[src/rtl/amem_pkg.sv]
package amem_pkg;

  localparam int LANES = 2;
  localparam int DATA_W = 8 * LANES;

  typedef struct packed {
    logic load;
    logic capture;
    logic ceAct;
    logic weAct;
    logic oeAct;
    logic laneAct;
    logic drive;
  } amem_strobe_t;

  function automatic int cdiv(input int num, input int den);
    return (num + den - 1) / den;
  endfunction

  function automatic int imax(input int a, input int b);
    return (a > b) ? a : b;
  endfunction

endpackage

[src/rtl/amem_ctrl_fsm.sv]
module amem_ctrl_fsm
  import amem_pkg::*;
#(
  parameter int CLK_PS       = 20000,
  parameter int T_CYCLE_PS   = 35000,
  parameter int T_ACCESS_PS  = 35000,
  parameter int T_WPULSE_PS  = 18000,
  parameter int T_RECOVER_PS = 12000,
  parameter int T_HIGH_PS    = 2000,
  parameter int T_PWRUP_PS   = 2000000000
) (
  input  logic         clk,
  input  logic         rstN,
  input  logic         reqValid,
  input  logic         reqWrite,
  input  logic [1:0]   reqMask,
  output logic         reqAck,
  output amem_strobe_t strb
);

  localparam int PWR_CYC  = imax(1, cdiv(T_PWRUP_PS, CLK_PS));
  localparam int RD_CYC   = imax(1, cdiv(T_ACCESS_PS, CLK_PS));
  localparam int WP_CYC   = imax(1, cdiv(T_WPULSE_PS, CLK_PS));
  localparam int HIGH_CYC = imax(1, cdiv(T_HIGH_PS, CLK_PS));
  localparam int REC_CYC  = imax(HIGH_CYC, cdiv(T_RECOVER_PS, CLK_PS));
  localparam int CYC_CYC  = imax(1, cdiv(T_CYCLE_PS, CLK_PS));
  localparam int RD_REST  = imax(HIGH_CYC, CYC_CYC - RD_CYC) - 1;
  localparam int WR_REST  = imax(0, CYC_CYC - WP_CYC - REC_CYC - 1);
  localparam int CNT_MAX  = imax(PWR_CYC, imax(RD_CYC, imax(WP_CYC,
                            imax(REC_CYC, imax(RD_REST, WR_REST)))));
  localparam int CNT_W    = $clog2(CNT_MAX + 1);

  typedef enum logic [2:0] {
    S_PWRUP, S_IDLE, S_READ, S_WPULSE, S_WREC, S_REST
  } state_t;

  state_t            st;
  logic [CNT_W-1:0]  cnt;
  logic              ackQ;
  logic              take;
  logic              cntZero;

  assign take    = (st == S_IDLE) && reqValid && !ackQ;
  assign cntZero = (cnt == '0);

  always_ff @(posedge clk or negedge rstN) begin
    if (!rstN) begin
      st   <= S_PWRUP;
      cnt  <= CNT_W'(PWR_CYC - 1);
      ackQ <= 1'b0;
    end else begin
      ackQ <= 1'b0;
      case (st)
        S_PWRUP: begin
          if (cntZero) st <= S_IDLE;
          else         cnt <= cnt - 1'b1;
        end
        S_IDLE: begin
          if (take) begin
            if (reqMask == 2'b00) begin
              ackQ <= 1'b1;
            end else if (reqWrite) begin
              st  <= S_WPULSE;
              cnt <= CNT_W'(WP_CYC - 1);
            end else begin
              st  <= S_READ;
              cnt <= CNT_W'(RD_CYC - 1);
            end
          end
        end
        S_READ: begin
          if (!cntZero) begin
            cnt <= cnt - 1'b1;
          end else if (RD_REST == 0) begin
            st   <= S_IDLE;
            ackQ <= 1'b1;
          end else begin
            st  <= S_REST;
            cnt <= CNT_W'(RD_REST - 1);
          end
        end
        S_WPULSE: begin
          if (!cntZero) begin
            cnt <= cnt - 1'b1;
          end else begin
            st  <= S_WREC;
            cnt <= CNT_W'(REC_CYC - 1);
          end
        end
        S_WREC: begin
          if (!cntZero) begin
            cnt <= cnt - 1'b1;
          end else if (WR_REST == 0) begin
            st   <= S_IDLE;
            ackQ <= 1'b1;
          end else begin
            st  <= S_REST;
            cnt <= CNT_W'(WR_REST - 1);
          end
        end
        S_REST: begin
          if (!cntZero) begin
            cnt <= cnt - 1'b1;
          end else begin
            st   <= S_IDLE;
            ackQ <= 1'b1;
          end
        end
        default: st <= S_IDLE;
      endcase
    end
  end

  always_comb begin
    strb         = '0;
    strb.load    = take && (reqMask != 2'b00);
    strb.capture = (st == S_READ) && cntZero;
    strb.ceAct   = (st == S_READ) || (st == S_WPULSE) || (st == S_WREC);
    strb.weAct   = (st == S_WPULSE);
    strb.oeAct   = (st == S_READ);
    strb.laneAct = strb.ceAct;
    strb.drive   = (st == S_WPULSE) || (st == S_WREC);
  end

  assign reqAck = ackQ;

  AST_ACK_SINGLE: assert property (@(posedge clk) disable iff (!rstN)
    reqAck |=> !reqAck);

  AST_PWRUP_NO_ACK: assert property (@(posedge clk) disable iff (!rstN)
    (st == S_PWRUP) |-> (!ackQ && !strb.load));

  AST_ZERO_MASK_FAST: assert property (@(posedge clk) disable iff (!rstN)
    (take && reqMask == 2'b00) |=> (reqAck && st == S_IDLE));

  AST_WRITE_KEEPS_SELECT: assert property (@(posedge clk) disable iff (!rstN)
    (st == S_WPULSE && cntZero) |=> (strb.ceAct && !strb.weAct));

endmodule

[src/rtl/amem_ctrl_dp.sv]
module amem_ctrl_dp
  import amem_pkg::*;
#(
  parameter int ADDR_W = 17
) (
  input  logic               clk,
  input  logic               rstN,
  input  amem_strobe_t       strb,
  input  logic [ADDR_W-1:0]  reqAddr,
  input  logic [LANES-1:0]   reqMask,
  input  logic [DATA_W-1:0]  reqWdata,
  input  logic [DATA_W-1:0]  memDqIn,
  output logic [ADDR_W-1:0]  memAddr,
  output logic               memCeN,
  output logic               memWeN,
  output logic               memOeN,
  output logic [LANES-1:0]   memLaneN,
  output logic [DATA_W-1:0]  memDqOut,
  output logic               memDqOe,
  output logic [DATA_W-1:0]  rdData
);

  logic [ADDR_W-1:0] addrQ;
  logic [LANES-1:0]  maskQ;
  logic [DATA_W-1:0] wdataQ;
  logic [DATA_W-1:0] rdQ;
  logic [DATA_W-1:0] capVal;

  for (genvar g = 0; g < LANES; g++) begin : g_lane
    assign capVal[g*8 +: 8] = maskQ[g] ? memDqIn[g*8 +: 8] : 8'h00;
    assign memLaneN[g]      = ~(strb.laneAct & maskQ[g]);

    AST_UNSEL_LANE_ZERO: assert property (@(posedge clk) disable iff (!rstN)
      (strb.capture && !maskQ[g]) |=> (rdData[g*8 +: 8] == 8'h00));
  end

  always_ff @(posedge clk or negedge rstN) begin
    if (!rstN) begin
      addrQ  <= '0;
      maskQ  <= '0;
      wdataQ <= '0;
      rdQ    <= '0;
    end else begin
      if (strb.load) begin
        addrQ  <= reqAddr;
        maskQ  <= reqMask;
        wdataQ <= reqWdata;
      end
      if (strb.capture) rdQ <= capVal;
    end
  end

  assign memAddr  = addrQ;
  assign memCeN   = ~strb.ceAct;
  assign memWeN   = ~strb.weAct;
  assign memOeN   = ~strb.oeAct;
  assign memDqOut = wdataQ;
  assign memDqOe  = strb.drive;
  assign rdData   = rdQ;

  AST_NO_CONTENTION: assert property (@(posedge clk) disable iff (!rstN)
    memDqOe |-> memOeN);

  AST_OE_HIGH_IN_WRITE: assert property (@(posedge clk) disable iff (!rstN)
    !memWeN |-> (memOeN && memDqOe));

  AST_ADDR_HELD: assert property (@(posedge clk) disable iff (!rstN)
    (!memCeN && $past(!memCeN)) |-> $stable(memAddr));

  AST_WE_NEEDS_CE: assert property (@(posedge clk) disable iff (!rstN)
    !memWeN |-> !memCeN);

endmodule

[src/rtl/amem_ctrl.sv]
module amem_ctrl
  import amem_pkg::*;
#(
  parameter int ADDR_W       = 17,
  parameter int CLK_PS       = 20000,
  parameter int T_CYCLE_PS   = 35000,
  parameter int T_ACCESS_PS  = 35000,
  parameter int T_WPULSE_PS  = 18000,
  parameter int T_RECOVER_PS = 12000,
  parameter int T_HIGH_PS    = 2000,
  parameter int T_PWRUP_PS   = 2000000000
) (
  input  logic              clk,
  input  logic              rstN,
  input  logic              reqValid,
  input  logic              reqWrite,
  input  logic [ADDR_W-1:0] reqAddr,
  input  logic [1:0]        reqMask,
  input  logic [15:0]       reqWdata,
  output logic              reqAck,
  output logic [15:0]       rdData,
  output logic [ADDR_W-1:0] memAddr,
  output logic              memCeN,
  output logic              memWeN,
  output logic              memOeN,
  output logic              memLbN,
  output logic              memUbN,
  output logic [15:0]       memDqOut,
  output logic              memDqOe,
  input  logic [15:0]       memDqIn
);

  amem_strobe_t strb;
  logic [LANES-1:0] laneN;

  amem_ctrl_fsm #(
    .CLK_PS      (CLK_PS),
    .T_CYCLE_PS  (T_CYCLE_PS),
    .T_ACCESS_PS (T_ACCESS_PS),
    .T_WPULSE_PS (T_WPULSE_PS),
    .T_RECOVER_PS(T_RECOVER_PS),
    .T_HIGH_PS   (T_HIGH_PS),
    .T_PWRUP_PS  (T_PWRUP_PS)
  ) u_fsm (
    .clk     (clk),
    .rstN    (rstN),
    .reqValid(reqValid),
    .reqWrite(reqWrite),
    .reqMask (reqMask),
    .reqAck  (reqAck),
    .strb    (strb)
  );

  amem_ctrl_dp #(
    .ADDR_W(ADDR_W)
  ) u_dp (
    .clk     (clk),
    .rstN    (rstN),
    .strb    (strb),
    .reqAddr (reqAddr),
    .reqMask (reqMask),
    .reqWdata(reqWdata),
    .memDqIn (memDqIn),
    .memAddr (memAddr),
    .memCeN  (memCeN),
    .memWeN  (memWeN),
    .memOeN  (memOeN),
    .memLaneN(laneN),
    .memDqOut(memDqOut),
    .memDqOe (memDqOe),
    .rdData  (rdData)
  );

  assign memLbN = laneN[0];
  assign memUbN = laneN[1];

endmodule

[config.mk]
export PLATFORM = sky130hd
export DESIGN_NAME = amem_ctrl
export DESIGN_NICKNAME = d
export VERILOG_FILES = /design/src/rtl/amem_pkg.sv /design/src/rtl/amem_ctrl_fsm.sv /design/src/rtl/amem_ctrl_dp.sv /design/src/rtl/amem_ctrl.sv
export SDC_FILE = /design/constraint.sdc
export NUM_CORES = 1
export LEC_CHECK = 0
export BUFFER_PORTS_ARGS = -buffer_cell sky130_fd_sc_hd__buf_2
export CAP_MARGIN = 5
export CORE_MARGIN = 5
export CORE_UTILIZATION = 51
export DETAILED_ROUTE_END_ITERATION = 6
export HOLD_SLACK_MARGIN = 0.02
export PLACE_DENSITY = 0.8
export SLEW_MARGIN = 40
export SYNTH_ARGS = -nofsm -noshare
export SYNTH_HDL_FRONTEND = slang
export SYNTH_HIERARCHICAL = 1
export SYNTH_SLANG_ARGS = --single-unit
[constraint.sdc]
create_clock -name clk -period 3.1 [get_ports clk]
set_input_delay 0.465 -clock clk [delete_from_list [all_inputs] [get_ports clk]]
set_output_delay 0.465 -clock clk [all_outputs]
set_load 0.03 [all_outputs]
* Yosys cells after proc, flatten, opt, wreduce, memory -nomap -nowiden
Cells that the tools add are included.
** Cells by class
- Add/subtract/negate cells :: 1
- Eq/ne operators :: 10
- Mux-type cells :: 18
- Bitwise logic cells :: 7
- Reductions and logical operators :: 17
** Operators by type and width (count)
- $mux W17 :: 4
- $pmux W17 S3 :: 1
- $logic_not A17 Y1 :: 1
- $sub A17 B1 Y17 const B :: 1
- $mux W8 :: 2
- $mux W3 :: 4
- $pmux W3 S3 :: 1
- $reduce_and A4 Y1 :: 2
- $eq A3 B2 Y1 const B :: 2
- $eq A3 B3 Y1 const B :: 2
- $ne A2 B2 Y1 const B :: 3
- $mux W1 :: 5
- $not A1 Y1 :: 5
- $logic_and A1 B1 Y1 :: 4
- $ne A2 B1 Y1 const B :: 2
- $reduce_or A4 Y1 :: 1
- $eq A3 B1 Y1 const B :: 1
- $logic_not A3 Y1 :: 1
- $logic_or A1 B1 Y1 :: 3
- $reduce_bool A3 Y1 :: 1
- $reduce_or A3 Y1 :: 1
- $and A1 B1 Y1 :: 2
- $logic_not A2 Y1 :: 1
- $pmux W1 S2 :: 1
- other kinds (2) :: 2
** Word-level totals
- Register bits :: 72
- Input bits :: 55
- Output and inout bits :: 56
- Logic and storage cells :: 60

* Longest topological paths before layout
Gate-level depths: netlist (run 1).
- Depth in word-level cells :: 5
- Gate-level depth with buffers :: 10
- Depth with buffers taken out :: 8

* Modules after synthesis
The synthesis (run 1) kept the hierarchy.
** By module, submodules not included
- amem_ctrl_dp :: instances 1, cells each 149, area an instance 2122.0 um^2, seq. area each 1276.2 um^2
- amem_ctrl_fsm :: instances 1, cells each 142, area an instance 1333.8 um^2, seq. area each 538.0 um^2

* Worst setup path before layout (run 1)
OpenSTA, ideal clock, no wires.
- Path kind :: flip-flop to flip-flop
- From :: register u_fsm.cnt[3]
- To :: register u_dp.rdQ[5], in the netlist u_dp/rdData[5]
- Setup time :: 0.083 ns
- Arrival time :: 2.343 ns
- Data required time :: 3.017 ns
- Setup slack :: 0.675 ns
- Cell stages (with the launch flop) :: 7
- Path buffers :: 1
- Clock period less this slack :: 2.425 ns
- Path through :: dfstp_2 or4_4 or4_4 nor4_1 buf_2 nand3_1 o21ai_0
** RTL lines
- start, declared :: line amem_ctrl_fsm.sv:38 : logic [CNT_W-1:0] cnt;
- start signal, assigned :: line amem_ctrl_fsm.sv:49 : cnt <= CNT_W'(PWR_CYC - 1);
- start signal, assigned :: line amem_ctrl_fsm.sv:56 : else cnt <= cnt - 1'b1;
- start signal, assigned :: line amem_ctrl_fsm.sv:64 : cnt <= CNT_W'(WP_CYC - 1);
- end signal, assigned :: line amem_ctrl_dp.sv:49 : if (strb.capture) rdQ <= capVal;
- end, declared :: line amem_ctrl_dp.sv:26 : logic [DATA_W-1:0] rdQ;

* Worst setup path after layout (run 1)
- From :: register u_fsm.cnt[0]
- To :: register u_fsm.cnt[4]
** On the way
- Cells in the longest elaborated chain, start to end :: 3
- Elaborated cells between the ends (all ways) :: 7
- Those cells by class :: add/sub (1); eq/ne (1); mux (3); reduce/logical (2)
** RTL lines
- $sub A17 B1 Y17 or $logic_not A17 Y1 (tied branches)
- $mux W17 (tied with other cells)
- $pmux W17 S3 or $reduce_and A4 Y1 (tied branches)
Parallel ways exist; a longest one is shown, timed or not. The select of a mux whose other input is x is not followed.
A chain may end at the register's enable or synchronous reset.

==> metrics.cfg, run 1 <==
[outcome]
status = complete, no violations

[yosys]
yosys_warnings = 6
yosys.cell_types.count = 49
ys_seq_area_frac = 0.5250
synth-seq-cells = 72
synthesis.area_sq_um = 3456
synthCells = 291
syn_avg_cell_area_sq_um = 11.88
syn_nets = 347

[placement]
dp_hpwl_mm = 5.263
gp_congestion = 0.8117
portBuffers = 110
placedCellCount = 465
pre_cts_ws_ns = 0.5078

[setup_path]
r2r-end = u_fsm/cnt[4]
crit_path_end = u_fsm/cnt[4]
reg2reg_from = u_fsm/cnt[0]
path_delay_family = simple AND/OR/NAND/NOR gates
cp_max_fo = 23
cp.depth = 8
crit_buf_inv = 1
crit_required_ns = 3.36
crit_path_start_kind = register
startpoint = u_fsm/cnt[0]
r2r_slack_ns = 0.48
path_class = register to register
cp.arrival_ns = 2.88
crit_chain = inv_1 > ha_1 > nand2b_1 > or4_4 > o21bai_4 > a221o_2 > or4_2 > a21oi_1
r2r_cells = 8
cpMaxStageDelayCell = or4_2
max_stage_delay_ns = 0.58
worst_setup_path_end_kind = register

[layout]
regArea_sq_um = 1814
diodes = 0
syn_to_final_growth_pct = 21.87
layout.nets = 452
drive_gt1_frac = 0.5037
fillers = 556
multi_input_area_sq_um = 1399
fin_cells = 481

[detailed_routing]
wire_per_inst_um = 15.42
vias_per_cell = 5.295
drc = 0
ant_nets = 0
dr.first_iter.drc_count = 88
vias = 2547
wirelength_mm = 7.416
drtPass1Iterations = 5

[global_routing]
grt_start_max_net_pins = 73
grt_antenna_before_repair = 0
globalRoute.totalOverflow = 0
grt_pass1_wl_mm = 12.09
grt_pass1_vias = 2507
grt_use_total = 0.1779

[floorplan]
die_x_um = 92.32
pin_count = 111
std_cell_rows = 30
start_util = 0.5172
die_y_um = 92.32
core-area_sq_um = 6681
dieArea_sq_um = 8522

[timing]
tightest_slew_ns = 0.7066
hold_viol_final = 0
setup_viol = 0
fin_crit_sh = 0.8449
slew_headroom = 0.5168
rsz0062_at_grt = false
skew_ns = 0.007060
fin_crit_ns = 2.619
fin_ws_ns = 0.4807
slew_violations = 0
max_freq_ghz = 0.3818
finalSetupTns_ns = 0

[clocking]
cts-resized-gates = 0
htreeDepth = 3
cts.sinks = 72
clock_latency_ns = 0.34
cts_tree = yes
clk_pin_slew_ns = 0.08
cts_hold_buf = 0
ctsLongestPathBuffers = 2
cts_setup_buffers = 0
cts_made_buffers = 9
cts_root_buffer = clkbuf_8

[power_and_ir_drop]
p_per_area_nw_per_um2 = 429.5
ir_drop_mv = 0.2091
p_leak_nw = 2.075

[job]
maxCapViolCount = 0

[min_path]
min_path_type = primary input to async pin

## final cells by class
type,instances,area share
repair buffers,114,0.1408
clock buffers,9,0.02941
flip-flops and latches,72,0.4308
inverters,23,0.02050
well taps,80,0.02377
clock inverters,7,0.02258
multi-input cells,176,0.3321
## cell families (layout without fill, tap and decap cells)
family | after synthesis | count (layout) | share of synthesized area
simple gates | 75 | 75 | 0.1238
flops | 72 | 72 | 0.5250
compound gates | 62 | 62 | 0.1191
buf+inv | 43 | 153 | 0.07422
mux | 35 | 35 | 0.1466
xor+xnor | 3 | 3 | 0.007605
fa+ha+maj | 1 | 1 | 0.003620
## power by group
| part | total (mW) | internal [mW] | switching (mW) |
|---|---|---|---|
| sequential | 0.939 | 0.939 | 0 |
| combinational | 0.0589 | 0.0280 | 0.0308 |
| clock | 0.811 | 0.454 | 0.357 |
## state kept, by name, indices dropped and copies added, names as in the netlist
register / flops
u_fsm/st: 3
u_dp/memDqOut: 16
u_fsm/reqAck: 1
u_dp/maskQ: 2
u_dp/memAddr: 17
u_fsm/cnt: 17
u_dp/rdData: 16
## worst min path at each step
stage / end / cells past startpoint / from / slack [ns]
2_1_floorplan: u_dp/maskQ[0] / 0 / rstN / 0.17
3_3_place_gp: u_fsm/cnt[16] / 2 / u_fsm/cnt[16] / 0.45
3_5_place_dp: u_fsm/cnt[16] / 2 / u_fsm/cnt[16] / 0.46
4_1_cts: u_dp/memDqOut[0] / 2 / rstN / 0.14
5_1_grt: u_dp/memDqOut[12] / 2 / rstN / 0.16
6_report: u_fsm/st[1] / 2 / rstN / 0.14
## cell usage in the layout, fill, tap and decap left out, types with 4 or more instances in the layout
master | synthesis | final
buf_2 | 3 | 110
dfrtp_1 | 62 | 62
mux2_4 | 30 | 30
inv_1 | 23 | 23
o21ai_0 | 22 | 22
nand3_1 | 19 | 19
nor2_1 | 13 | 13
dfstp_2 | 10 | 10
clkbuf_8 | 0 | 9
nand2_1 | 9 | 9
a21oi_1 | 9 | 9
or3_2 | 6 | 6
mux2_2 | 5 | 5
o31ai_1 | 5 | 5
or4_2 | 5 | 5
or3_1 | 4 | 4
o21ai_1 | 4 | 4
a21oi_2 | 4 | 4
## cells in the mapped netlist, drive strengths merged
cell type | number | area (sq um)
a2111oi | 1 | 8.760
o21bai | 3 | 33.78
o221ai | 1 | 8.760
nand3 | 19 | 95.09
clkbuf | 8 | 30.03
a32oi | 1 | 8.760
mux2 | 35 | 506.7
nor3 | 4 | 25.02
o41ai | 1 | 8.760
nor2 | 13 | 48.80
a211o | 1 | 8.760
o22a | 1 | 10.01
a22oi | 1 | 7.510
a221o | 1 | 11.26
a21o | 1 | 7.510
or4 | 8 | 73.82
inv | 23 | 86.33
nor4 | 2 | 12.51
ha | 1 | 12.51
dfrtp | 62 | 1551
and2 | 1 | 6.260
a211oi | 2 | 15.01
nand2 | 9 | 33.78
a21oi | 13 | 80.07
o211ai | 1 | 7.510
o31ai | 5 | 37.54
o21ba | 1 | 10.01
nand2b | 3 | 18.77
dfstp | 10 | 262.8
buf | 12 | 140.1
or3 | 10 | 70.06
xnor2 | 3 | 26.28
nand4b | 1 | 8.760
nor3b | 1 | 7.510
nor2b | 3 | 18.77
or2b | 1 | 8.760
o21ai | 28 | 147.7
## through the flow
stage	utilization	power (mW)	hold WS (ns)	instance area, sq um
after detailed placement	0.5976	1.018	0.4592	3993
final	0.6303	1.809	0.1430	4212
after global routing	0.6303	1.888	0.1558	4212
after global placement	0.5976	1.016	0.4501	3993
after floorplan	-	0.9605	0.1694	3456
after CTS	0.6303	1.835	0.1389	4212
## routing by layer
layer	up-vias	share of wire	global-route usage	wire length, um
met1	1234	0.44	0.2274	3275
met4	0	0.011	0.06312	83
met3	8	0.052	0.04874	383
met2	71	0.50	0.2906	3674
li1	1234	-	-	-
met5	-	0	0	0
(Power assumes the default switching activity.)
==> inputs of run 2 (changes only) <==
--- a/config.mk
+++ b/config.mk
@@ -8,10 +8,10 @@
 export BUFFER_PORTS_ARGS = -buffer_cell sky130_fd_sc_hd__buf_2
 export CAP_MARGIN = 5
 export CORE_MARGIN = 5
-export CORE_UTILIZATION = 51
+export CORE_UTILIZATION = 46
 export DETAILED_ROUTE_END_ITERATION = 6
 export HOLD_SLACK_MARGIN = 0.02
-export PLACE_DENSITY = 0.8
+export PLACE_DENSITY = 0.76
 export SLEW_MARGIN = 40
 export SYNTH_ARGS = -nofsm -noshare
 export SYNTH_HDL_FRONTEND = slang
==> constraint.sdc (replaced) <==
create_clock -name clk -period 2.2 [get_ports clk]
set_input_delay 0.33 -clock clk [delete_from_list [all_inputs] [get_ports clk]]
set_output_delay 0.33 -clock clk [all_outputs]
set_load 0.03 [all_outputs]
==> run 2 against run 1 <==
  * The flow now finishes with violations (negative setup slack)
  * Critical path depth is 1 lower
  * Critical endpoint is now u_fsm/cnt[3]
  * Non-clock buffer count is 55 higher
  * Worst hold slack better by 0.054 ns
  * Via count is 18% higher
  * Setup slack worse by 0.64 ns
  * Routed wire length is 34% higher
  * Utilization is 4.4 points higher
  * Clock skew is 0.0043 ns higher
==> metrics.cfg, run 2 (synthesis results as in run 1) <==
[detailed_routing]
vias_per_cell = 5.376  ; +1.5%
drtPass1Iterations = 5  ; unchanged
wirelength_mm = 9.949  ; +34%
vias = 3000  ; +18%
dr.first_iter.drc_count = 182  ; +110%
drc = 0  ; unchanged
wire_per_inst_um = 17.83  ; +16%
ant_nets = 0  ; unchanged

[setup_path]
r2r_cells = 7  ; -1
crit_path_start_kind = register
max_stage_delay_ns = 0.53  ; -0.05 ns
cp.arrival_ns = 2.64  ; -0.24 ns
reg2reg_from = u_fsm/cnt[3]
crit_chain = or4_4 > or4_4 > o21bai_4 > a221o_2 > buf_4 > o21ai_2 > a21oi_2
cp.depth = 7  ; -1
cp_max_fo = 5  ; -78%
path_delay_family = simple AND/OR/NAND/NOR gates
worst_setup_path_end_kind = register
cpMaxStageDelayCell = or4_4
r2r-end = u_fsm/cnt[3]
crit_required_ns = 2.48  ; -0.88 ns
crit_buf_inv = 1  ; unchanged
path_class = register to register
crit_top_cell = or4_4
r2r_slack_ns = -0.16  ; -0.64 ns

[timing]
fin_crit_ns = 2.362  ; -0.2570 ns
setup_viol = 33  ; +33
tightest_slew_ns = 0.9013  ; +0.1947 ns
rsz0062_at_grt = true
skew_ns = 0.01140  ; +0.004340 ns
whs_ns = 0.1975  ; +0.05447 ns
slew_headroom = 0.3928  ; -0.1240
slew_violations = 0  ; unchanged
hold_viol_final = 0  ; unchanged
fin_crit_sh = 1.074  ; +0.2289
max_freq_ghz = 0.4233  ; +11%
fin_ws_ns = -0.1623  ; -0.6430 ns

[global_routing]
grt_pass1_vias = 2900  ; +16%
grt_pass1_wl_mm = 14.55  ; +20%
grt_antenna_before_repair = 0  ; unchanged
grt-busiest-layer = met2
grtUsageMet3 = 0.05036  ; +0.001619
grt_use_met2 = 0.3089  ; +0.01828
grt_use_total = 0.1909  ; +0.01301
grt_use_met1 = 0.2407  ; +0.01328
grt_start_max_net_pins = 38  ; -48%
globalRoute.totalOverflow = 0  ; unchanged

[layout]
drive_gt1_frac = 0.6231  ; +0.1194
syn_to_final_growth_pct = 42.25
fillers = 521  ; -6.3%
final_common_cell = buf_2
diodes = 0  ; unchanged
final_cell_mix = 110 x buf_2, 62 x dfrtp_1, 44 x buf_4, 30 x mux2_4, 21 x inv_1
fin_area_sq_um = 4916  ; +17%
layout.nets = 510  ; +13%

[min_path]
worstHoldEndpoint = u_dp/memDqOut[10]
hold_start = reqWdata[10]
min_path_type = primary input to register
whs_path_depth = 2

[placement]
gp_congestion = 0.8236  ; +1.5%
place_area_sq_um = 4398  ; +10%
dp_hpwl_mm = 6.453  ; +23%
portBuffers = 110  ; unchanged

[clocking]
cts_made_buffers = 9  ; unchanged
ctsLongestPathBuffers = 2  ; unchanged
clk_pin_slew_ns = 0.08  ; about the same
clock_latency_ns = 0.36  ; +0.02 ns
htreeDepth = 3  ; unchanged
cts_tree = yes
cts_root_buffer = clkbuf_8
cts.sinks = 72  ; unchanged

[floorplan]
start_util = 0.4739  ; -0.04331
pin_count = 111  ; unchanged
die_x_um = 96.68  ; +4.7%
core-area_sq_um = 7292  ; +9.1%
dieArea_sq_um = 9346  ; +9.7%
std_cell_rows = 31  ; +3.3%
die_y_um = 96.68  ; +4.7%

[power_and_ir_drop]
p_per_area_nw_per_um2 = 481.2  ; +12%
ir_drop_mv = 0.2535  ; +21%
report.power.total_mw = 2.366  ; +31%
p_leak_nw = 2.400  ; +16%

[job]
maxCapViolCount = 0  ; unchanged

[outcome]
violations = negative setup slack
status = finished, violations left

==> run 2: cell count changes in the layout (fill, tap and decap cells not counted), moves of 4 or more <==
cell     delta
a21oi_1     -4
o21ai_0    -18
buf_4      +41
o21ai_2     +6
buf_6       +8
o21ai_1    +12
a21oi_2     +4
==> run 2: how the worst max path moves through the flow <==
stage,to,from,slack [ns]
floorplan,u_fsm/cnt[6],u_fsm/cnt[1],-0.05
global placement,u_fsm/cnt[7],u_fsm/cnt[1],-0.10
detailed placement,u_fsm/cnt[12],u_fsm/cnt[1],-0.19
CTS,u_fsm/cnt[3],u_fsm/cnt[3],-0.09
global route,u_dp/rdData[7],u_fsm/cnt[3],-0.18
finish,u_fsm/cnt[3],u_fsm/cnt[3],-0.16
==> run 2: layer usage <==
layer / vias up / part of all wire
met5: - / 0
met1: 1482 / 0.41
li1: 1358 / -
met2: 142 / 0.50
met3: 18 / 0.069
met4: 0 / 0.017
==> run 2: area by class of cell <==
cell class	instances	area, sq um	area share
Sequential cell	72	1814	0.3691
Multi-Input combinational cell	179	1599	0.3253
Timing Repair Buffer	169	1111	0.2260
Clock buffer	10	137.6	0.02800
Tap cell	99	123.9	0.02520
Inverter	23	86.33	0.01756
Clock inverter	6	43.79	0.008908
==> run 2: repair_timing <==
item                       in CTS  in global routing
resized for setup              25                 34
hold buffers                    1                  0
hold endpoints to repair       15                  0
pin swaps                      12                  6
setup endpoints to repair      31                 35
gates cloned                    3                  3
setup buffers                   6                  4
==> run 2: per-stage QoR <==
stage | instances | setup WS, ns | util | TNS [ns]
after detailed placement | 526 | -0.1938 | 0.6031 | -1.952
after floorplan | 291 | -0.04942 | - | -0.2305
after global routing | 558 | -0.1841 | 0.6742 | -5.268
final | 558 | -0.1623 | 0.6742 | -2.599
after CTS | 552 | -0.09356 | 0.6529 | -1.117
after global placement | 526 | -0.1030 | 0.6031 | -0.9036
==> run 2: report_power, final <==
| group | internal (mW) | switching (mW) |
|---|---|---|
| registers | 1.32 | 0 |
| clock network | 0.440 | 0.508 |
| logic | 0.0434 | 0.0506 |
==> inputs of run 3 (changes only) <==
--- a/config.mk
+++ b/config.mk
@@ -8,10 +8,10 @@
 export BUFFER_PORTS_ARGS = -buffer_cell sky130_fd_sc_hd__buf_2
 export CAP_MARGIN = 5
 export CORE_MARGIN = 5
-export CORE_UTILIZATION = 46
+export CORE_UTILIZATION = 51
 export DETAILED_ROUTE_END_ITERATION = 6
 export HOLD_SLACK_MARGIN = 0.02
-export PLACE_DENSITY = 0.76
+export PLACE_DENSITY = 0.8
 export SLEW_MARGIN = 40
 export SYNTH_ARGS = -nofsm -noshare
 export SYNTH_HDL_FRONTEND = slang
==> constraint.sdc (replaced) <==
create_clock -name clk -period 2.6 [get_ports clk]
set_input_delay 0.39 -clock clk [delete_from_list [all_inputs] [get_ports clk]]
set_output_delay 0.39 -clock clk [all_outputs]
set_load 0.03 [all_outputs]
==> run 3 against run 2 <==
  * The flow now finishes without violations
  * Worst hold slack got worse by 0.18 ns
  * Sequential share of layout area increased by 5.5 points
  * Utilization decreased by 3.3 points
  * Non-clock buffer count decreased by 47
  * First-iteration DRC count decreased by 74%
  * Sequential power decreased by 15%
  * Maximum frequency decreased by 4.4%
==> metrics.cfg, run 3 (synthesis results as in run 1) <==
[clocking]
htreeDepth = 3  ; unchanged
clock_latency_ns = 0.34  ; -0.02 ns
cts_hold_buf = 0  ; -1
cts.sinks = 72  ; unchanged
cts_made_buffers = 9  ; unchanged
cts_tree = yes
clk_pin_slew_ns = 0.08  ; about the same
ctsLongestPathBuffers = 2  ; unchanged
cts_root_buffer = clkbuf_8

[layout]
diodes = 0  ; unchanged
final_cell_mix = 110 x buf_2, 62 x dfrtp_1, 30 x mux2_4, 23 x inv_1, 22 x o21ai_0
syn_to_final_growth_pct = 23.93
fillers = 537  ; +3.1%
fin_cells = 489  ; -12%
layout.nets = 460  ; -9.8%
final_common_cell = buf_2
drive_gt1_frac = 0.5134  ; -0.1096

[power_and_ir_drop]
clock_power_share = 0.448  ; +0.047
p_seq_frac = 0.520  ; -0.039
power_frac_comb = 0.032  ; -0.008
netSwitchingFraction = 0.2137  ; -0.02224
p_int_mw = 1.693  ; -6.3%
switching_power_uw = 460.3  ; -18%
p_per_area_nw_per_um2 = 502.8  ; +4.5%
p_leak_nw = 2.120  ; -12%
ir_drop_mv = 0.2597  ; +2.4%

[timing]
fin_crit_sh = 0.9508  ; -0.1230
setup_viol = 0  ; -100%
tightest_slew_ns = 0.7361  ; -0.1652 ns
rsz0062_at_grt = false
max_freq_ghz = 0.4045  ; -4.4%
skew_ns = 0.007490  ; -0.003910 ns
hold_viol_final = 0  ; unchanged
finalSetupTns_ns = 0  ; +2.599 ns
fin_crit_ns = 2.472  ; +0.1098 ns
slew_headroom = 0.5041  ; +0.1113
slew_violations = 0  ; unchanged

[setup_path]
crit_chain = or4_4 > or4_4 > o31ai_1 > a2111oi_0 > xnor2_1 > nor2_1
crit_top_cell = or4_4
crit_path_start_kind = register
crit_required_ns = 2.83  ; +0.35 ns
worst_setup_path_end_kind = register
cp.arrival_ns = 2.70  ; +0.06 ns
reg2reg_from = u_fsm/cnt[3]
max_stage_delay_ns = 0.57  ; +0.04 ns
startpoint = u_fsm/cnt[3]
cp_max_fo = 7  ; +2
path_class = register to register
cpMaxStageDelayCell = or4_4

[job]
maxCapViolCount = 0  ; unchanged

[global_routing]
grt_use_total = 0.1810  ; -0.009908
grt_start_max_net_pins = 34  ; -11%
grt_antenna_before_repair = 0  ; unchanged
grt_pass1_wl_mm = 12.20  ; -16%
grt_pass1_vias = 2604  ; -10%
globalRoute.totalOverflow = 0  ; unchanged

[detailed_routing]
wirelength_mm = 7.496  ; -25%
wire_per_inst_um = 15.33  ; -14%
drc = 0  ; unchanged
drtPass1Iterations = 4  ; -1
vias_per_cell = 5.204  ; -3.2%
ant_nets = 0  ; unchanged
dr.first_iter.drc_count = 47  ; -74%
vias = 2545  ; -15%

[min_path]
min_path_type = primary input to async pin

[placement]
portBuffers = 110  ; unchanged
dp_hpwl_mm = 5.514  ; -15%
gp_congestion = 0.7992  ; -3.0%
placedCellCount = 473  ; -10%

[floorplan]
die_y_um = 92.32  ; -4.5%
pin_count = 111  ; unchanged
core-area_sq_um = 6681  ; -8.4%
start_util = 0.5172  ; +0.04331
std_cell_rows = 30  ; -3.2%
die_x_um = 92.32  ; -4.5%
dieArea_sq_um = 8522  ; -8.8%

[outcome]
status = complete, no violations

[run 3: cell count changes in the layout (fill, tap and decap cells not counted), sizes merged]
cell and change:
dlygate4sd3 -1, a221o -3, clkbuf -3, inv -1, clkinvlp -4, bufinv +2, buf -44, clkinv +4
[run 3: layer usage]
layer	routed length, um	up-vias	part of all wire	global-route usage
met5	0	-	0	0
met4	121	0	0.016	0.08292
met3	371	11	0.049	0.05037
met2	3830	65	0.51	0.3039
met1	3174	1223	0.42	0.2156
li1	-	1246	-	-
[run 3: path summary, 6_finish.rpt]
path	endpoint	slack (ns)	depth (start not counted)
max in group asynchronous	u_fsm/cnt[15]	1.80	2
max	u_fsm/cnt[11]	0.13	6
min	u_fsm/st[1]	0.02	1
min reg2reg	u_fsm/cnt[16]	0.47	2
min in group clk	u_dp/memDqOut[8]	0.27	2
max reg2reg	u_fsm/cnt[11]	0.13	6
[run 3: power by group through the flow]
stage	logic [mW]	registers [mW]	clock network [mW]
after CTS	0.0720	1.12	0.993
final	0.0694	1.12	0.964
after detailed placement	0.0715	1.14	0
after global routing	0.0803	1.12	1.05
after global placement	0.0689	1.14	0
after floorplan	0.00373	1.14	0
[run 3: final cells by class]
type	count	area, sq um	share of cell area
flip-flops and latches	72	1814	0.4236
well taps	80	100.1	0.02337
clock buffers	9	123.9	0.02892
inverters	23	86.33	0.02016
multi-input cells	176	1409	0.3290
clock inverters	7	96.34	0.02249
repair buffers	122	653.1	0.1525
[run 3: what timing repair did]
action	4_1_cts	5_1_grt
resized for setup	0	1
endpoints found under the setup margin	0	7
buffers inserted	0	0
[run 3: worst max-delay path: cells and delay by family (launching register included)]
kind / cells / cell delay (ns)
AOI/OAI and AO/OA: 2 / 0.62
DFF: 1 / 0.40
xor gates and xnor gates: 1 / 0.16
and+or+nand+nor: 3 / 1.17
[run 3: per-stage QoR]
stage / util / area, sq um / hold slack, ns / worst slack, ns / power (mW)
after global placement: 0.6066 / 4053 / 0.4083 / 0.1732 / 1.210
after floorplan: - / 3456 / 0.09441 / 0.1747 / 1.145
after CTS: 0.6395 / 4273 / 0.03448 / 0.06684 / 2.184
after global routing: 0.6410 / 4283 / 0.05257 / 0.02551 / 2.248
after detailed placement: 0.6066 / 4053 / 0.4141 / 0.1048 / 1.213
final: 0.6410 / 4283 / 0.02137 / 0.1279 / 2.154
